## src/rtl/serstat_pkg.sv

```systemverilog
`timescale 1ns/1ps
package serstat_pkg;
  localparam int NUM_FLAGS = 10;
  localparam int NUM_GRP   = 3;
  localparam int SEQ_W     = 6;
  localparam int QUAL_W    = 3;
  localparam int EVT_N     = 4;

  // status word positions
  localparam int F_TXE = 0;
  localparam int F_TXC = 1;
  localparam int F_RXF = 2;
  localparam int F_IDL = 3;
  localparam int F_EDG = 4;
  localparam int F_BRK = 5;
  localparam int F_OVR = 6;
  localparam int F_NOI = 7;
  localparam int F_FRM = 8;
  localparam int F_PAR = 9;

  // positions inside the read-sequence cleared vector
  localparam int S_RXF = 0;
  localparam int S_IDL = 1;
  localparam int S_OVR = 2;
  localparam int S_ERR = 3;  // three qualifier flags follow

  localparam int G_TX  = 0;
  localparam int G_RX  = 1;
  localparam int G_ERR = 2;

  function automatic logic [NUM_FLAGS-1:0] grp_mask(input int g);
    logic [NUM_FLAGS-1:0] m;
    m = '0;
    case (g)
      G_TX:    begin m[F_TXE] = 1'b1; m[F_TXC] = 1'b1; end
      G_RX:    begin m[F_RXF] = 1'b1; m[F_IDL] = 1'b1; m[F_EDG] = 1'b1; m[F_BRK] = 1'b1; end
      default: begin m[F_OVR] = 1'b1; m[F_NOI] = 1'b1; m[F_FRM] = 1'b1; m[F_PAR] = 1'b1; end
    endcase
    return m;
  endfunction

  // status word position of each pulse-driven flag
  function automatic int evt_pos(input int i);
    case (i)
      0:       return F_TXE;
      1:       return F_TXC;
      2:       return F_EDG;
      default: return F_BRK;
    endcase
  endfunction
endpackage

```

## src/rtl/serstat_evt_bit.sv

```systemverilog
`timescale 1ns/1ps
module serstat_evt_bit #(
  parameter logic RST_VAL = 1'b0
) (
  input  logic clk,
  input  logic rst_n,
  input  logic set_i,
  input  logic clr_i,
  output logic q_o
);
  logic q_d, q_q;

  always_comb begin
    q_d = q_q;
    if (set_i)      q_d = 1'b1;
    else if (clr_i) q_d = 1'b0;
  end

  always_ff @(posedge clk or negedge rst_n) begin
    if (!rst_n) q_q <= RST_VAL;
    else        q_q <= q_d;
  end

  assign q_o = q_q;


  set_wins_chk: assert property (@(posedge clk) disable iff (!rst_n)
    set_i |=> q_o);

  clr_only_chk: assert property (@(posedge clk) disable iff (!rst_n)
    (clr_i && !set_i) |=> !q_o);
endmodule

```

## src/rtl/serstat_clr_seq.sv

```systemverilog
`timescale 1ns/1ps
module serstat_clr_seq #(
  parameter int W = 6
) (
  input  logic         clk,
  input  logic         rst_n,
  input  logic [W-1:0] flags_i,
  input  logic         stat_rd_i,
  input  logic         data_rd_i,
  output logic [W-1:0] clr_o
);
  logic [W-1:0] arm_d, arm_q;

  // a status read snapshots the flags it saw; any data read consumes the arming
  always_comb begin
    arm_d = arm_q;
    if (stat_rd_i)      arm_d = flags_i;
    else if (data_rd_i) arm_d = '0;
  end

  always_ff @(posedge clk or negedge rst_n) begin
    if (!rst_n) arm_q <= '0;
    else        arm_q <= arm_d;
  end

  assign clr_o = data_rd_i ? arm_q : '0;


  arm_drop_chk: assert property (@(posedge clk) disable iff (!rst_n)
    (data_rd_i && !stat_rd_i) |=> (clr_o == '0));
endmodule

```

## src/rtl/serstat_rx_core.sv

```systemverilog
`timescale 1ns/1ps
module serstat_rx_core
  import serstat_pkg::*;
(
  input  logic              clk,
  input  logic              rst_n,
  input  logic              char_i,
  input  logic [QUAL_W-1:0] qual_i,
  input  logic              idle_i,
  input  logic              stat_rd_i,
  input  logic              data_rd_i,
  output logic [SEQ_W-1:0]  seq_o
);
  logic              rxf_d, rxf_q;
  logic              idl_d, idl_q;
  logic              ovr_d, ovr_q;
  logic [QUAL_W-1:0] err_d, err_q;
  logic              allow_d, allow_q;
  logic [SEQ_W-1:0]  seq_q, clr;
  logic              accept, ovr_evt, idle_set;

  always_comb begin
    seq_q                        = '0;
    seq_q[S_RXF]                 = rxf_q;
    seq_q[S_IDL]                 = idl_q;
    seq_q[S_OVR]                 = ovr_q;
    seq_q[S_ERR +: QUAL_W]       = err_q;
  end

  serstat_clr_seq #(.W(SEQ_W)) u_seq (
    .clk       (clk),
    .rst_n     (rst_n),
    .flags_i   (seq_q),
    .stat_rd_i (stat_rd_i),
    .data_rd_i (data_rd_i),
    .clr_o     (clr)
  );

  always_comb begin
    accept   = char_i && (!rxf_q || clr[S_RXF]);
    ovr_evt  = char_i && rxf_q && !clr[S_RXF];
    idle_set = idle_i && allow_q;

    rxf_d = rxf_q;
    if (accept)          rxf_d = 1'b1;
    else if (clr[S_RXF]) rxf_d = 1'b0;

    ovr_d = ovr_q;
    if (ovr_evt)         ovr_d = 1'b1;
    else if (clr[S_OVR]) ovr_d = 1'b0;

    for (int i = 0; i < QUAL_W; i++) begin
      err_d[i] = err_q[i];
      if (accept)                err_d[i] = qual_i[i];
      else if (clr[S_ERR + i])   err_d[i] = 1'b0;
    end

    idl_d = idl_q;
    if (idle_set)        idl_d = 1'b1;
    else if (clr[S_IDL]) idl_d = 1'b0;

    allow_d = allow_q;
    if (accept)                         allow_d = 1'b1;
    else if (clr[S_IDL] && !idle_set)   allow_d = 1'b0;
  end

  always_ff @(posedge clk or negedge rst_n) begin
    if (!rst_n) begin
      rxf_q   <= 1'b0;
      idl_q   <= 1'b0;
      ovr_q   <= 1'b0;
      err_q   <= '0;
      allow_q <= 1'b1;
    end else begin
      rxf_q   <= rxf_d;
      idl_q   <= idl_d;
      ovr_q   <= ovr_d;
      err_q   <= err_d;
      allow_q <= allow_d;
    end
  end

  assign seq_o = seq_q;


  rxf_set_chk: assert property (@(posedge clk) disable iff (!rst_n)
    char_i |=> rxf_q);

  rxf_hold_chk: assert property (@(posedge clk) disable iff (!rst_n)
    (rxf_q && !data_rd_i) |=> rxf_q);

  ovr_set_chk: assert property (@(posedge clk) disable iff (!rst_n)
    (char_i && rxf_q && !data_rd_i) |=> (ovr_q && rxf_q));

  err_keep_chk: assert property (@(posedge clk) disable iff (!rst_n)
    (char_i && rxf_q && !data_rd_i) |=> $stable(err_q));

  idle_block_chk: assert property (@(posedge clk) disable iff (!rst_n)
    (!allow_q && !idl_q) |=> !idl_q);
endmodule

```

## src/rtl/serstat_irq_group.sv

```systemverilog
`timescale 1ns/1ps
module serstat_irq_group #(
  parameter int                NF   = 10,
  parameter logic [NF-1:0]     MASK = '0
) (
  input  logic [NF-1:0] flags_i,
  input  logic [NF-1:0] en_i,
  output logic          irq_o
);
  assign irq_o = |(flags_i & en_i & MASK);
endmodule

```

## src/rtl/serstat_irq_unit.sv

```systemverilog
`timescale 1ns/1ps
module serstat_irq_unit
  import serstat_pkg::*;
(
  input  logic                 clk,
  input  logic                 rst_n,
  input  logic                 txe_set_i,
  input  logic                 txe_clr_i,
  input  logic                 txc_set_i,
  input  logic                 txc_clr_i,
  input  logic                 rx_char_i,
  input  logic                 rx_noise_i,
  input  logic                 rx_frame_i,
  input  logic                 rx_parity_i,
  input  logic                 rx_idle_i,
  input  logic                 rx_edge_set_i,
  input  logic                 rx_edge_clr_i,
  input  logic                 rx_brk_set_i,
  input  logic                 rx_brk_clr_i,
  input  logic                 stat_rd_i,
  input  logic                 data_rd_i,
  input  logic [NUM_FLAGS-1:0] irq_en_i,
  output logic [NUM_FLAGS-1:0] flags_o,
  output logic                 irq_tx_o,
  output logic                 irq_rx_o,
  output logic                 irq_err_o
);
  logic                 rst_meta, rst_sync;
  logic [EVT_N-1:0]     evt_set, evt_clr, evt_q;
  logic [SEQ_W-1:0]     seq;
  logic [NUM_GRP-1:0]   irq;
  logic [NUM_FLAGS-1:0] flags;

  // assert asynchronously, release on the clock
  always_ff @(posedge clk or negedge rst_n) begin
    if (!rst_n) begin
      rst_meta <= 1'b0;
      rst_sync <= 1'b0;
    end else begin
      rst_meta <= 1'b1;
      rst_sync <= rst_meta;
    end
  end

  assign evt_set = {rx_brk_set_i, rx_edge_set_i, txc_set_i, txe_set_i};
  assign evt_clr = {rx_brk_clr_i, rx_edge_clr_i, txc_clr_i, txe_clr_i};

  for (genvar i = 0; i < EVT_N; i++) begin : g_evt
    serstat_evt_bit #(.RST_VAL(i < 2)) u_bit (
      .clk   (clk),
      .rst_n (rst_sync),
      .set_i (evt_set[i]),
      .clr_i (evt_clr[i]),
      .q_o   (evt_q[i])
    );
  end

  serstat_rx_core u_rx (
    .clk       (clk),
    .rst_n     (rst_sync),
    .char_i    (rx_char_i),
    .qual_i    ({rx_parity_i, rx_frame_i, rx_noise_i}),
    .idle_i    (rx_idle_i),
    .stat_rd_i (stat_rd_i),
    .data_rd_i (data_rd_i),
    .seq_o     (seq)
  );

  always_comb begin
    flags = '0;
    for (int i = 0; i < EVT_N; i++) flags[evt_pos(i)] = evt_q[i];
    flags[F_RXF] = seq[S_RXF];
    flags[F_IDL] = seq[S_IDL];
    flags[F_OVR] = seq[S_OVR];
    flags[F_NOI] = seq[S_ERR];
    flags[F_FRM] = seq[S_ERR + 1];
    flags[F_PAR] = seq[S_ERR + 2];
  end

  for (genvar g = 0; g < NUM_GRP; g++) begin : g_irq
    serstat_irq_group #(.NF(NUM_FLAGS), .MASK(grp_mask(g))) u_grp (
      .flags_i (flags),
      .en_i    (irq_en_i),
      .irq_o   (irq[g])
    );
  end

  assign flags_o   = flags;
  assign irq_tx_o  = irq[G_TX];
  assign irq_rx_o  = irq[G_RX];
  assign irq_err_o = irq[G_ERR];


  irq_tx_cover_chk: assert property (@(posedge clk) disable iff (!rst_sync)
    ((flags_o[F_TXE] && irq_en_i[F_TXE]) || (flags_o[F_TXC] && irq_en_i[F_TXC])) |-> irq_tx_o);

  irq_err_quiet_chk: assert property (@(posedge clk) disable iff (!rst_sync)
    (irq_en_i[F_PAR:F_OVR] == '0) |-> !irq_err_o);
endmodule

```

## config.mk

```make
export PLATFORM = sky130hd
export DESIGN_NAME = serstat_irq_unit
export DESIGN_NICKNAME = d
export VERILOG_FILES = /design/src/rtl/serstat_pkg.sv /design/src/rtl/serstat_evt_bit.sv /design/src/rtl/serstat_clr_seq.sv /design/src/rtl/serstat_rx_core.sv /design/src/rtl/serstat_irq_group.sv /design/src/rtl/serstat_irq_unit.sv
export SDC_FILE = /design/constraint.sdc
export NUM_CORES = 1
export LEC_CHECK = 0
export BUFFER_PORTS_ARGS = -buffer_cell sky130_fd_sc_hd__buf_4
export CORE_MARGIN = 4
export CORE_UTILIZATION = 36
export CTS_CLUSTER_DIAMETER = 80
export CTS_CLUSTER_SIZE = 24
export DETAILED_ROUTE_END_ITERATION = 12
export PLACE_DENSITY = 0.67
export SKIP_CTS_REPAIR_TIMING = 1
export SYNTH_ARGS = -nofsm -noshare
export SYNTH_HDL_FRONTEND = slang
export SYNTH_SLANG_ARGS = --single-unit
export TNS_END_PERCENT = 1
```

## constraint.sdc

```tcl
create_clock -name clk -period 0.8 [get_ports clk]
set_clock_uncertainty 0.05 [all_clocks]
set_input_delay 0.04 -clock clk [delete_from_list [all_inputs] [get_ports clk]]
set_output_delay 0.04 -clock clk [all_outputs]
set_load 0.005 [all_outputs]
```

# Yosys cells after proc, flatten, opt, wreduce, memory -nomap -nowiden
# Cells that the tools add are included.
# word_totals
input_bits	27
reg_bits	19
output_inout_bits	13
# classes
bitwise	1
muxes	25
n_reduce_logical	24
# ops
operator	count
$reduce_bool A2 Y1	12
$mux W1	22
$mux W6	3
$and A10 B10 Y10	1
$reduce_or A4 Y1	2
$logic_and A1 B1 Y1	5
$logic_not A1 Y1	3
$reduce_or A2 Y1	1
$logic_or A1 B1 Y1	1

# Depth between registers and ports, before layout
# Gate-level depths: netlist (run 1).
# depth
ltp_word	5
mapped_depth	4
mapped_depth_nobuf	3

# Cells and area by module
# A second synthesis (run 1) with hierarchy kept.
# unflattened
cells_unflattened	67
area_unflattened_um2	825.8
# by_module_without_submodules
module	seq_area_each_um2	n_inst	cells_each	area_per_inst_um2
serstat_rx_core	176.4	1	26	326.6
serstat_clr_seq	150.1	1	19	251.5
serstat_evt_bit (g_evt[0].u_bit ...)	26.3	2	3	37.5
serstat_evt_bit (g_evt[2].u_bit ...)	25.0	2	3	36.3
serstat_irq_unit	50.0	1	3	53.8
serstat_irq_group (g_irq[1].u_grp ...)	0.0	2	3	18.8
serstat_irq_group (g_irq[0].u_grp)	0.0	1	1	8.8

# Worst setup path after synthesis (run 1)
# No wires, ideal clock.
# synth_timing
path_kind	reg2reg
startpoint	reg u_rx.u_seq.arm_q[0]
endpoint	reg u_rx.err_q[0]
setup_time_ns	0.125
arrival_time_ns	0.951
path_stages_with_launch	4
t_required_ns	0.625
setup_slack_ns	-0.326
cell_sequence	dfrtp_1 -> nand2_4 -> a21bo_4 -> mux2_4
# synth_via
elab_chain_cells	4
elab_cells_between_ends	5
# synth_rtl
element	line	text
from (decl)	serstat_clr_seq.sv:12	logic [W-1:0] arm_d, arm_q;
from (signal assigned)	serstat_clr_seq.sv:23	else arm_q <= arm_d;
$mux W6 (*)	serstat_clr_seq.sv:26	assign clr_o = data_rd_i ? arm_q : '0;
$logic_or A1 B1 Y1 (*)	serstat_rx_core.sv:40	accept = char_i && (!rxf_q || clr[S_RXF]);
$logic_and A1 B1 Y1 (*)	serstat_rx_core.sv:40	
$mux W1 or $reduce_bool A2 Y1 (tied branches)	--	
to (signal assigned)	serstat_rx_core.sv:78	err_q <= err_d;
to (decl)	serstat_rx_core.sv:17	logic [QUAL_W-1:0] err_d, err_q;
# Every way passes the cells marked *; elsewhere a longest branch is shown, timed or not.
# A chain may end at the register's enable or synchronous reset.

# Worst setup path in the final report (run 1)
# layout_timing
startpoint	reg u_rx.rxf_q
endpoint	out irq_rx_o
# layout_via
elab_chain_cells	2
# layout_rtl
element	line	text
from (decl)	serstat_rx_core.sv:14	logic rxf_d, rxf_q;
from (signal assigned)	serstat_rx_core.sv:75	rxf_q <= rxf_d;
$and A10 B10 Y10	--	
$reduce_or A4 Y1	serstat_irq_group.sv:10	assign irq_o = |(flags_i & en_i & MASK);
to (decl)	serstat_irq_unit.sv:25	output logic irq_rx_o,
# Every way passes these cells.

==> flow_results.org, run 1 <==
** Timing
- RSZ-0062 raised after global routing :: true
- Setup total negative slack :: -5610 ps
- Crit share post-route :: 158%
- Setup violations remaining at the end of the flow were counted as 26.
- Worst-case setup margin in the final layout :: -464 ps
- The number of pins exceeding their max-slew limit in the final report is 0.
- On the final layout, the worst hold slack is -71.6 ps.
- Static timing analysis puts the maximum clock frequency at 791 MHz.
- Final critical path time including I/O delays and setup :: 1260 ps
- Final Hold Fails :: 1

** Power
- Summed over all nets, the switching power comes to 697 µW.
- In this run switching power makes up 26.9% of total power.
- Clock power frac :: 19.0%
- IR analysis of the VDD net gives a maximum drop of 1590 µV.
- Power spread over the standard cell area amounts to ~1800 nW/µm².
- Sequential cells burn 47.8% of the power.
- In this run the static leakage power is 0.000719 µW.
- Comb pwr share :: about 33%
- Design internal power :: 1900 µW

** Layout
- Number of diodes :: 0
- The net count of the finished layout is between 150 and 200.
- Summed area of non-filler cells in the final layout :: 1460 µm²
- The filler cells instantiated in the layout total 198.
- Once layout is complete, the cells apart from fillers number about 160.
- Relative to the synthesized area, the layout overhead comes to 68.8%.
- Fraction of final layout cells with drive strength greater than 1 :: 50.7%

** Logic synthesis
- Ranked by total cell area, the synthesized netlist is headed by dfrtp_1, dfstp_2, buf_4.
- Yosys mapped a number of flops with a built-in enable equal to 0.
- The cell area that synthesis handed to floorplanning was 866 µm².
- #FFs+latches synth :: 19
- The most used flip-flop cell after synthesis is dfrtp_1.
- The Yosys step of the flow raised 0 warnings.
- Averaged over all synthesized cells, the footprint is 11.7 µm².
- Portion of the post-synthesis area used by sequential elements :: about 55%
- The number of nets handed over by synthesis was roughly 100.
- Cell type with the highest aggregate area in the netlist :: dfrtp_1
- Share of async-settable or async-resettable flops after synthesis :: between 90% and 100%
- Top-area cell type share of the netlist area :: 46.2%
- After technology mapping, the gate count stands at 74.
- The synthesized netlist contains 22 unique library cells.

** Global route
- Overall Global Routing Usage :: 12.2%
- The via count of the first global-routing pass came to 688.
- The first global-routing pass estimated 3130 µm of wire.
- The total overflow left after global routing is 0.
- Pin count of the biggest net entering global routing :: 16
- Number of antenna violations at the first check in global routing :: 0

** Clock tree
- TritonCTS clock tree :: done
- The cell sitting at the root of the clock tree is a clkbuf_4.
- Number of H-tree levels :: 1
- The clock drives 19 sinks.
- Clock-pin slew was measured on the worst setup and hold paths at 110 ps.
- For the worst-skew pair, the clock arrives at the later sink with an insertion delay of 290 ps.
- In this run, CTS created clock tree buffers numbering 3.
- Deepest clock path buffer count :: 2

** Routing
- Wirelength, routed :: 2090 µm
- Number of design-rule violations left by the first detailed-router iteration :: 5
- The routed layout has 732 vias.
- Detailed-routing iteration count for the pre-antenna-repair pass :: 3
- Once detail routing completed, the nets flagged for antenna violations numbered 0.
- Vias per cell :: 4.52
- For this run, design rule violations remaining after detail routing come to 0.
- Wire length per cell :: 12.9 µm

** Worst hold path
- The min-delay analysis places its worst path in the category in -> reg.

** Setup path
- The worst register-to-register path has a depth of 3.
- Startpoint of the most critical setup path :: u_rx.rxf_q
- Data required, critical path :: roughly 700 ps
- For the worst setup path, the data arrival time is 1170 ps.
- Endpoint of the worst-slack reg-to-reg timing path :: u_rx.err_q[0]
- Reg2Reg Launch Point :: u_rx.u_seq.arm_q[0]
- The worst register-to-register path has a setup slack of -350 ps.
- Cell mode on critical path :: buf_6
- The critical path is of the reg -> out type.
- Slowest stage delay, CP :: about 420 ps
- Levels on crit path :: 4
- The signal on the critical path passes through buf_6, a22oi_2, nand2_1, buf_6.
- Following the worst setup path forward leads to its endpoint at irq_rx_o.
- STA classifies the critical path startpoint as a flip-flop.
- Counting both buffers and inverters, the worst setup path holds a total of 2.
- Of all nets on the critical path, the largest fanout is 4.
- Crit. End Element :: primary output
- The kind of cell with the highest combined delay along the critical path is flip-flops.
- Cell with the biggest individual delay on the critical path :: dfrtp_1

** Place
- Buffers added on ports :: 39
- The HPWL after detailed placement is 1550 µm.
- Including well taps, the total number of placed cells is 141.
- Global placer's final weighted congestion :: around 0.74
- Placement-stage cell area :: 1210 µm²

** Job
- Across the run, the number of max-cap violations was 0.

** Floorplan
- In this run the horizontal extent of the chip is between 50 and 60 µm.
- The floorplan step defined a die boundary enclosing approximately 3300 µm².
- Die Height :: 57.0 µm
- The floorplan step defined a core boundary enclosing 2250 µm².
- The initial utilization of the core area, before any placement, comes to 38.4%.
- Row count :: 17
- In this run the count of I/O pins placed on the die edge is 40.

** Outcome
- The flow ran to the end, but the final reports show violations.
- Violated checks :: hold timing, setup timing
-- cell usage in the layout (no fill, tap or decap) --
master and count:
a21bo_4 1, a21boi_0 3, a21o_1 4, a21o_2 1, a21oi_2 1, a22o_1 5, a22oi_1 3, a22oi_2 1
buf_12 1, buf_4 38, buf_6 11, clkbuf_4 3, clkinvlp_4 1, conb_1 1, dfrtp_1 15, dfrtp_2 1
dfstp_2 3, dlygate4sd3_1 15, inv_1 4, mux2_4 3, nand2_1 7, nand2_2 1, nand2_4 1, nand2b_1 4
nor2_1 1, o21ai_0 2, o21ai_1 2, o221ai_2 1
-- layer usage --
layer | wire length, µm | track usage (%)
met1 | 875 | 14.3
met2 | 1100 | 22.5
met3 | 114 | 4.75
met4 | 0 | 0
met5 | 0 | 0
-- registers in the layout, indices dropped and copies added, names as in the netlist --
register / flops
g_evt.u_bit.q_o: 4
rst_sync: 1
u_rx.ovr_q: 1
rst_meta: 1
u_rx.allow_q: 1
u_rx.idl_q: 1
u_rx.err_q: 3
u_rx.rxf_q: 1
u_rx.u_seq.arm_q: 6
-- kinds of logic after synthesis --
family	Yosys count	synth area share [%]
compound gates	24	21.4
other cells	1	0.433
buf+inv	13	9.54
simple gates	14	8.09
flops	19	55.3
mux	3	5.20
-- worst register-to-register path, delay by kind of cell, from the launching register on --
kind | cells | cell delay, ps
AO/OA/AOI/OAI | 1 | 240
multiplexers | 1 | 290
flip-flops | 1 | 410
AND/OR/NAND/NOR | 1 | 60
-- how the worst min path moves through the flow --
stage / from / to / slack [ps] / depth (start not counted)
after floorplan: rst_n / rst_meta / -310 / 0
after global placement: rst_n / rst_meta / -230 / 1
after detailed placement: rst_n / rst_meta / -220 / 1
after CTS: rst_n / rst_meta / -560 / 1
after global routing: rx_noise_i / u_rx.err_q[0] / -90 / 2
final: rx_noise_i / u_rx.err_q[0] / -70 / 2
-- power by group through the flow --
| stage | Sequential (µW) | Clock [µW] | Combinational, µW |
|---|---|---|---|
| after global placement | 1240 | 0 | 689 |
| after floorplan | 1250 | 0 | 330 |
| after CTS | 1230 | 518 | 715 |
| final | 1240 | 493 | 861 |
| after detailed placement | 1250 | 0 | 708 |
| after global routing | 1260 | 584 | 936 |
-- synth_stat cells (3+ instances only) --
cell	number
a21boi_0	3
a21o_1	4
a22o_1	5
a22oi_1	4
buf_4	7
dfrtp_1	16
dfstp_2	3
inv_1	4
mux2_4	3
nand2_1	8
nand2b_1	4
o21ai_0	3
-- area by class of cell --
type | instances | area (µm²) | area share, %
inverter | 4 | 15.0 | 1.03
tap | 28 | 35.0 | 2.40
sequential | 19 | 480 | 32.9
clock buffer | 3 | 22.5 | 1.54
timing repair buffer | 65 | 579 | 39.6
multi-input combinational | 42 | 322 | 22.0
clock inverter | 1 | 7.51 | 0.514
-- per-stage QoR --
stage	worst slack (ps)	power [µW]	util (%)
2_1_floorplan	-326	1580	-
3_3_place_gp	-321	1930	53.5
3_5_place_dp	-343	1950	53.5
4_1_cts	-555	2460	54.8
5_1_grt	-565	2780	64.8
6_report	-464	2590	64.8
Power figures use the tool's default switching activity.
==> run 2, diff against run 1 <==
--- a/config.mk
+++ b/config.mk
@@ -6,12 +6,12 @@
 export NUM_CORES = 1
 export LEC_CHECK = 0
 export BUFFER_PORTS_ARGS = -buffer_cell sky130_fd_sc_hd__buf_4
-export CORE_MARGIN = 4
 export CORE_UTILIZATION = 36
 export CTS_CLUSTER_DIAMETER = 80
 export CTS_CLUSTER_SIZE = 24
 export DETAILED_ROUTE_END_ITERATION = 12
 export PLACE_DENSITY = 0.67
+export SETUP_SLACK_MARGIN = 0.5
 export SKIP_CTS_REPAIR_TIMING = 1
 export SYNTH_ARGS = -nofsm -noshare
 export SYNTH_HDL_FRONTEND = slang
==> flow_results.org, run 2 (synthesized netlist as in run 1, its figures left out) <==
** Routing
- The first-pass iteration count of the detailed router came to 4 (+1).
- The routed wire length is 1720 µm (-18%).
- Number of design-rule violations left by the first detailed-router iteration :: 2 (-3)
- Vias per cell :: 4.76 (+5.3%)
- Post-detailed-route count of antenna-violating nets :: 0 (unchanged)
- Total via count in the routed design :: 690 (-5.7%)
- Post-route DRC violation count :: 0 (unchanged)
- The average detailed-routed wire length per instance is 11.9 µm (-8.0%).

** Layout
- Fraction of final layout cells with drive strength greater than 1 :: 55.6% (+4.8 points)
- Leaving out fill and tap cells, the most frequent cells in the layout are buf_4, dfrtp_1, buf_6, nand2_1, a22o_1.
- The total number of nets in the final design came to 145 (-10%).
- Max reg flops :: 6 (unchanged)
- Commonest non-fill, non-tap cell in the layout :: buf_4
- Number of diodes :: 0 (unchanged)
- Register containing the most flip-flops in the final layout :: u_rx.u_seq.arm_q
- Area overhead of the layout relative to synthesis :: 48.1%

** Floorplan
- The floorplan die area came to 2610 µm² (-20%).
- The row count was 17 (unchanged).
- The area of the core came to 2230 µm² (-0.94%).
- Die Height :: 51.0 µm (-11%)
- The width of the die was 51.0 µm (-11%).
- Starting utilization of the core area :: 38.8% (+0.37 points)
- Number of top-level pins :: 40 (unchanged)

** Power
- Design internal power :: 1810 µW (-4.7%)
- The power density over cell area is 1920 nW/µm² (+7.9%).
- Comb pwr share :: 30.1% (-3.1 points)
- The share of power burned in registers is 50.8% (+3.0 points).
- Power consumption :: 2460 µW (-5.3%)
- Clock power frac :: 19.2% (+0.2 points)
- The leakage power total is 0.000648 µW (-10%).
- Worst IR drop on VDD :: 1130 µV (-29%)
- The switching power was 647 µW (-7.1%).
- The proportion of total power due to net switching came to 26.4% (-0.51 points).

** Global route
- Pin count of the biggest net entering global routing :: 18 (+2)
- The number of antenna violations at the first check in global routing came to 0 (unchanged).
- Number of global-route vias before repair :: 616 (-10%)
- Aggregate global routing overflow :: 0 (unchanged)
- The total routing resource utilization after global routing came to 13.8% (+1.6 points).
- Wire length of the first global-routing pass :: 2590 µm (-17%)

** Worst hold path
- Start point of the worst hold path :: rx_brk_set_i
- The worst hold path terminates at g_evt[3].u_bit.q_o.
- Number of cells on the worst hold path :: 2 (unchanged)
- The path class of the tightest hold or removal check is in -> reg.

** Timing
- Final Max Tran Viols :: 0 (unchanged)
- Min Hold Slack :: -130 ps (-58.9 ps)
- The number of setup violations in the final report came to 25 (-3.8%).
- Final critical path time including I/O delays and setup :: 1270 ps (+3.71 ps)
- Worst-case setup margin in the final layout :: -468 ps (-3.71 ps)
- Maximum clock frequency :: 789 MHz (-0.29%)
- The number of hold-slack violations in the final timing report came to 15 (+14).
- The share of the clock period used by the worst path after layout was 159% (+0.46 points).
- Setup repair after global routing could not meet its margin everywhere.

** Outcome
- Result of the run :: complete, but fails checks
- Violated checks :: hold timing, setup timing

** Setup path
- The worst register-to-register path ends at u_rx.err_q[0].
- In this run the critical register-to-register path is launched from u_rx.u_seq.arm_q[0].
- Largest fanout of any net on the critical path :: 3 (-1)
- Minimum setup slack among reg-to-reg paths :: -340 ps (about the same)
- The worst path required time is 710 ps (about the same).
- Depth of the most critical reg-to-reg path :: 3 (unchanged)
- CP Launch Type :: flip-flop
- By startpoint and endpoint, the worst setup path is classified as reg -> out.
- Arrival time at the worst endpoint :: 1180 ps (about the same)
- The worst setup path is captured at a primary output.

** Clock tree
- TritonCTS built the clock tree.
- Worst-Skew Late Latency :: 290 ps (about the same)
- Deepest clock path buffer count :: 2 (unchanged)
- Number of H-tree levels :: 1 (unchanged)
- The number of CTS-inserted buffers was 3 (unchanged).
- Clock root buffer :: clkbuf_4
- The clock-pin slew of the registers on the worst-case setup and hold paths came to 110 ps (about the same).
- The number of sinks on the clock net came to 19 (unchanged).

** Place
- The total of buffers placed on input and output ports is 39 (unchanged).
- The post-DP HPWL is 1250 µm (-20%).
- The post-place setup slack came to -342 ps (+1.60 ps).
- The weighted congestion at the end of routability-driven global placement was 0.717 (-3.0%).

** Job
- The number of max-cap violations came to 0 (unchanged).
==> run 2: worst max-delay path, cell delays in order (launching register included) <==
cell and delay, ps:
dfrtp_1 420, buf_6 130, a22oi_2 140, nand2_1 60, buf_4 130
==> run 2: layout make-up <==
type,count,area (µm²)
clock inverters,1,5.00
inverters,4,15.0
well taps,28,35.0
multi-input cells,42,319
fillers,207,951
clock buffers,3,22.5
flip-flops and latches,19,480
repair buffers,48,405
==> run 2: power groups by stage <==
stage                     sequential (µW)  clock (µW)  combinational, µW
final                                1250         471                738
after global routing                 1270         536                802
after floorplan                      1250           0                330
after detailed placement             1250           0                671
after global placement               1250           0                658
after CTS                            1230         494                671
==> run 2: worst max-delay path by stage <==
stage                              from             to  slack [ps]  cells after the start
finish                       u_rx.rxf_q       irq_rx_o        -470                      4
global route                 u_rx.rxf_q       irq_rx_o        -540                      4
CTS                          u_rx.rxf_q       irq_rx_o        -520                      4
detailed placement  u_rx.u_seq.arm_q[0]  u_rx.err_q[2]        -340                      3
global placement    u_rx.u_seq.arm_q[0]  u_rx.err_q[2]        -320                      3
floorplan           u_rx.u_seq.arm_q[0]  u_rx.err_q[0]        -330                      3
==> run 2: metrics by stage <==
| step | setup TNS [ps] | util (%) | area [µm²] | std cells |
|---|---|---|---|---|
| floorplan | -1070 | - | 866 | 74 |
| global placement | -1650 | 53.3 | 1190 | 139 |
| detailed placement | -1810 | 53.3 | 1190 | 139 |
| CTS | -5220 | 54.6 | 1220 | 143 |
| global route | -6230 | 57.4 | 1280 | 145 |
| finish | -5190 | 57.4 | 1280 | 145 |
==> run 2: metal layers <==
| layer | share of wire (%) | up-vias | global-route usage [%] | wire [µm] |
|---|---|---|---|---|
| met4 | 0.93 | 0 | 8.33 | 16 |
| met5 | 0 | - | 0 | 0 |
| met2 | 48 | 35 | 23.0 | 818 |
| li1 | - | 332 | - | - |
| met3 | 7.9 | 2 | 2.68 | 135 |
| met1 | 44 | 321 | 16.3 | 749 |
==> run 3, diff against run 2 <==
==> constraint.sdc (replaced) <==
create_clock -name clk -period 0.8 [get_ports clk]
set_clock_uncertainty 0.05 [all_clocks]
set_input_delay 0.16 -clock clk [delete_from_list [all_inputs] [get_ports clk]]
set_output_delay 0.16 -clock clk [all_outputs]
set_load 0.005 [all_outputs]
==> flow_results.org, run 3 (synthesized netlist as in run 1, its figures left out) <==
** Setup path
- Crit. End Element :: primary output
- The largest fanout on the critical path was 4 (+1).
- Levels on crit path :: 3 (-1)
- List of cells traversed by the critical path :: a22oi_2, nand2_1, buf_4
- Data required, critical path :: 590 ps (-120 ps)
- Slowest stage delay, CP :: 440 ps (+20 ps)
- STA classifies the critical path startpoint as a flip-flop.
- CP bufs+invs :: 1 (-1)
- Grouping stages by cell kind, the critical path spends the most delay in flip-flops.
- Category of the most critical setup path :: reg -> out
- For this design, the slowest cell found on the critical path is dfrtp_1.
- The depth of the worst register-to-register path was 3 (unchanged).
- Arrival time at the worst endpoint :: 1120 ps (-60 ps)

** Power
- The internal power summed over all cells came to 1900 µW (+5.1%).
- Switching part of the total power :: 26.5% (+0.13 points)
- Reg power frac :: 48.1% (-2.7 points)
- The share of power burned in combinational logic is 33.4% (+3.3 points).
- The largest voltage drop on the vdd net came to 1110 µV (-1.9%).
- Lkg Pwr :: 0.000683 µW (+5.5%)
- Clock power frac :: 18.4% (-0.8 points)
- Pwr/cell area :: 1890 nW/µm² (-1.1%)
- Switch Pwr :: 685 µW (+5.8%)

** Global route
- The via count of the first global-routing pass came to 671 (+8.9%).
- Pin count of the biggest net entering global routing :: 18 (unchanged)
- Wire length of the first global-routing pass :: 2790 µm (+7.4%)
- The overflow left after global routing is 0 (unchanged).
- Overall Global Routing Usage :: 14.9% (+1.1 points)
- The number of antenna violations at the first check in global routing was 0 (unchanged).

** Layout
- The number of flip-flops in the largest register was 6 (unchanged).
- Relative to the synthesized area, the layout overhead comes to 57.7%.
- Commonest non-fill, non-tap cell in the layout :: buf_4
- Fin nets :: 150 (+3.4%)
- The share of post-route cells with drive strength above 1 is 59.8% (+4.3 points).
- The top cell types in the final layout, fill and taps aside, are buf_4, buf_6, dfrtp_1, a22o_1, nand2_1.
- Register containing the most flip-flops in the final layout :: u_rx.u_seq.arm_q
- Layout Cells excl Fill :: 150 (+3.4%)
- Number of diodes :: 0 (unchanged)
- The summed area of non-filler cells in the final layout was 1370 µm² (+6.4%).

** Routing
- The via-per-instance ratio came to 4.65 (-2.2%).
- Wire length per cell :: 12.3 µm (+4.0%)
- The number of antenna-violating nets in the routed design came to 0 (unchanged).
- Total via count in the routed design :: 698 (+1.2%)
- The routed wire length was 1850 µm (+7.6%).
- Number of design-rule violations left by the first detailed-router iteration :: 5 (+3)
- Post-route DRC violation count :: 0 (unchanged)
- Detailed-routing iteration count for the pre-antenna-repair pass :: 4 (unchanged)

** Timing
- The number of pins exceeding their max-slew limit in the final report came to 0 (unchanged).
- RSZ-0062 raised after global routing :: true
- The number of hold-slack violations in the final timing report was 5 (-10).
- The number of setup violations in the final report is 28 (+12%).
- The highest achievable clock rate is 753 MHz (-4.5%).
- The minimum hold slack was -421 ps (-290 ps).
- Crit share post-route :: 166% (+7.6 points)
- The minimum period implied by the final worst setup slack came to 1330 ps (+60.4 ps).
- The post-layout worst setup margin came to -529 ps (-60.4 ps).

** Place
- The post-DP HPWL was 1300 µm (+4.4%).
- The total of buffers placed on input and output ports came to 39 (unchanged).
- Placement-stage cell area :: 1230 µm² (+3.2%)
- The number of cells in the design after placement is 144 (+3.6%).
- Global placer's final weighted congestion :: 0.703 (-2.0%)

** Clock tree
- Number of H-tree levels :: 1 (unchanged)
- Worst-Skew Late Latency :: 290 ps (about the same)
- TritonCTS built the clock tree.
- The number of sinks on the clock net was 19 (unchanged).
- The number of buffers between clock root and the deepest sink was 2 (unchanged).
- Clock root buffer :: clkbuf_4
- The number of CTS-inserted buffers came to 3 (unchanged).
- The clock-pin slew of the registers on the worst-case setup and hold paths was 100 ps (about the same).

** Floorplan
- Die Height :: 51.0 µm (unchanged)
- The row count was 17 (unchanged).
- Starting utilization of the core area :: 38.8% (unchanged)
- Std-Cell Core Area :: 2230 µm² (unchanged)
- The floorplan die area was 2610 µm² (unchanged).
- Die width :: 51.0 µm (unchanged)
- Number of top-level pins :: 40 (unchanged)

** Job
- Max Cap Violations :: 0 (unchanged)

** Outcome
- The flow ran to the end, but the final reports show violations.
- Violated checks :: hold timing, setup timing

** Worst hold path
- Class of the worst hold path :: in -> async
run 3: path summary, 6_finish.rpt:
| path | startpoint | to | slack (ps) |
|---|---|---|---|
| max | u_rx.err_q[1] | irq_err_o | -530 |
| max in group asynchronous | rst_sync | u_rx.allow_q | 350 |
| min in group clk | txc_set_i | g_evt[1].u_bit.q_o | -10 |
| min | rst_n | rst_meta | -420 |
| max reg2reg | u_rx.rxf_q | u_rx.err_q[1] | -440 |
| min reg2reg | rst_sync | u_rx.rxf_q | 140 |
run 3: power by group through the flow:
stage	Sequential, µW	Clock (µW)	Combinational [µW]
4_1_cts	1230	497	722
2_1_floorplan	1250	0	330
3_3_place_gp	1240	0	707
3_5_place_dp	1240	0	723
5_1_grt	1270	531	934
6_report	1240	476	864
run 3: cell type report:
type                    count  area, µm²
fillers                   183        868
flip-flops and latches     19        479
repair buffers             53        474
multi-input cells          42        335
well taps                  28       35.0
clock buffers               4       26.3
inverters                   4       15.0
run 3: per-layer routing:
metal	vias to the layer above	track usage, %	routed length [µm]
met3	2	2.98	159
met2	37	23.7	880
met5	-	0	0
met4	0	8.33	8
met1	318	18.9	802
li1	341	-	-
run 3: stage by stage:
| stage | util, % | total power, µW | setup TNS, ps | hold WS (ps) | worst slack [ps] |
|---|---|---|---|---|---|
| floorplan | - | 1580 | -1490 | -186 | -326 |
| global placement | 55.0 | 1940 | -2780 | -108 | -322 |
| detailed placement | 55.0 | 1960 | -3090 | -106 | -358 |
| CTS | 56.2 | 2440 | -7370 | -433 | -583 |
| global route | 61.1 | 2740 | -8350 | -441 | -576 |
| finish | 61.1 | 2590 | -7380 | -421 | -529 |
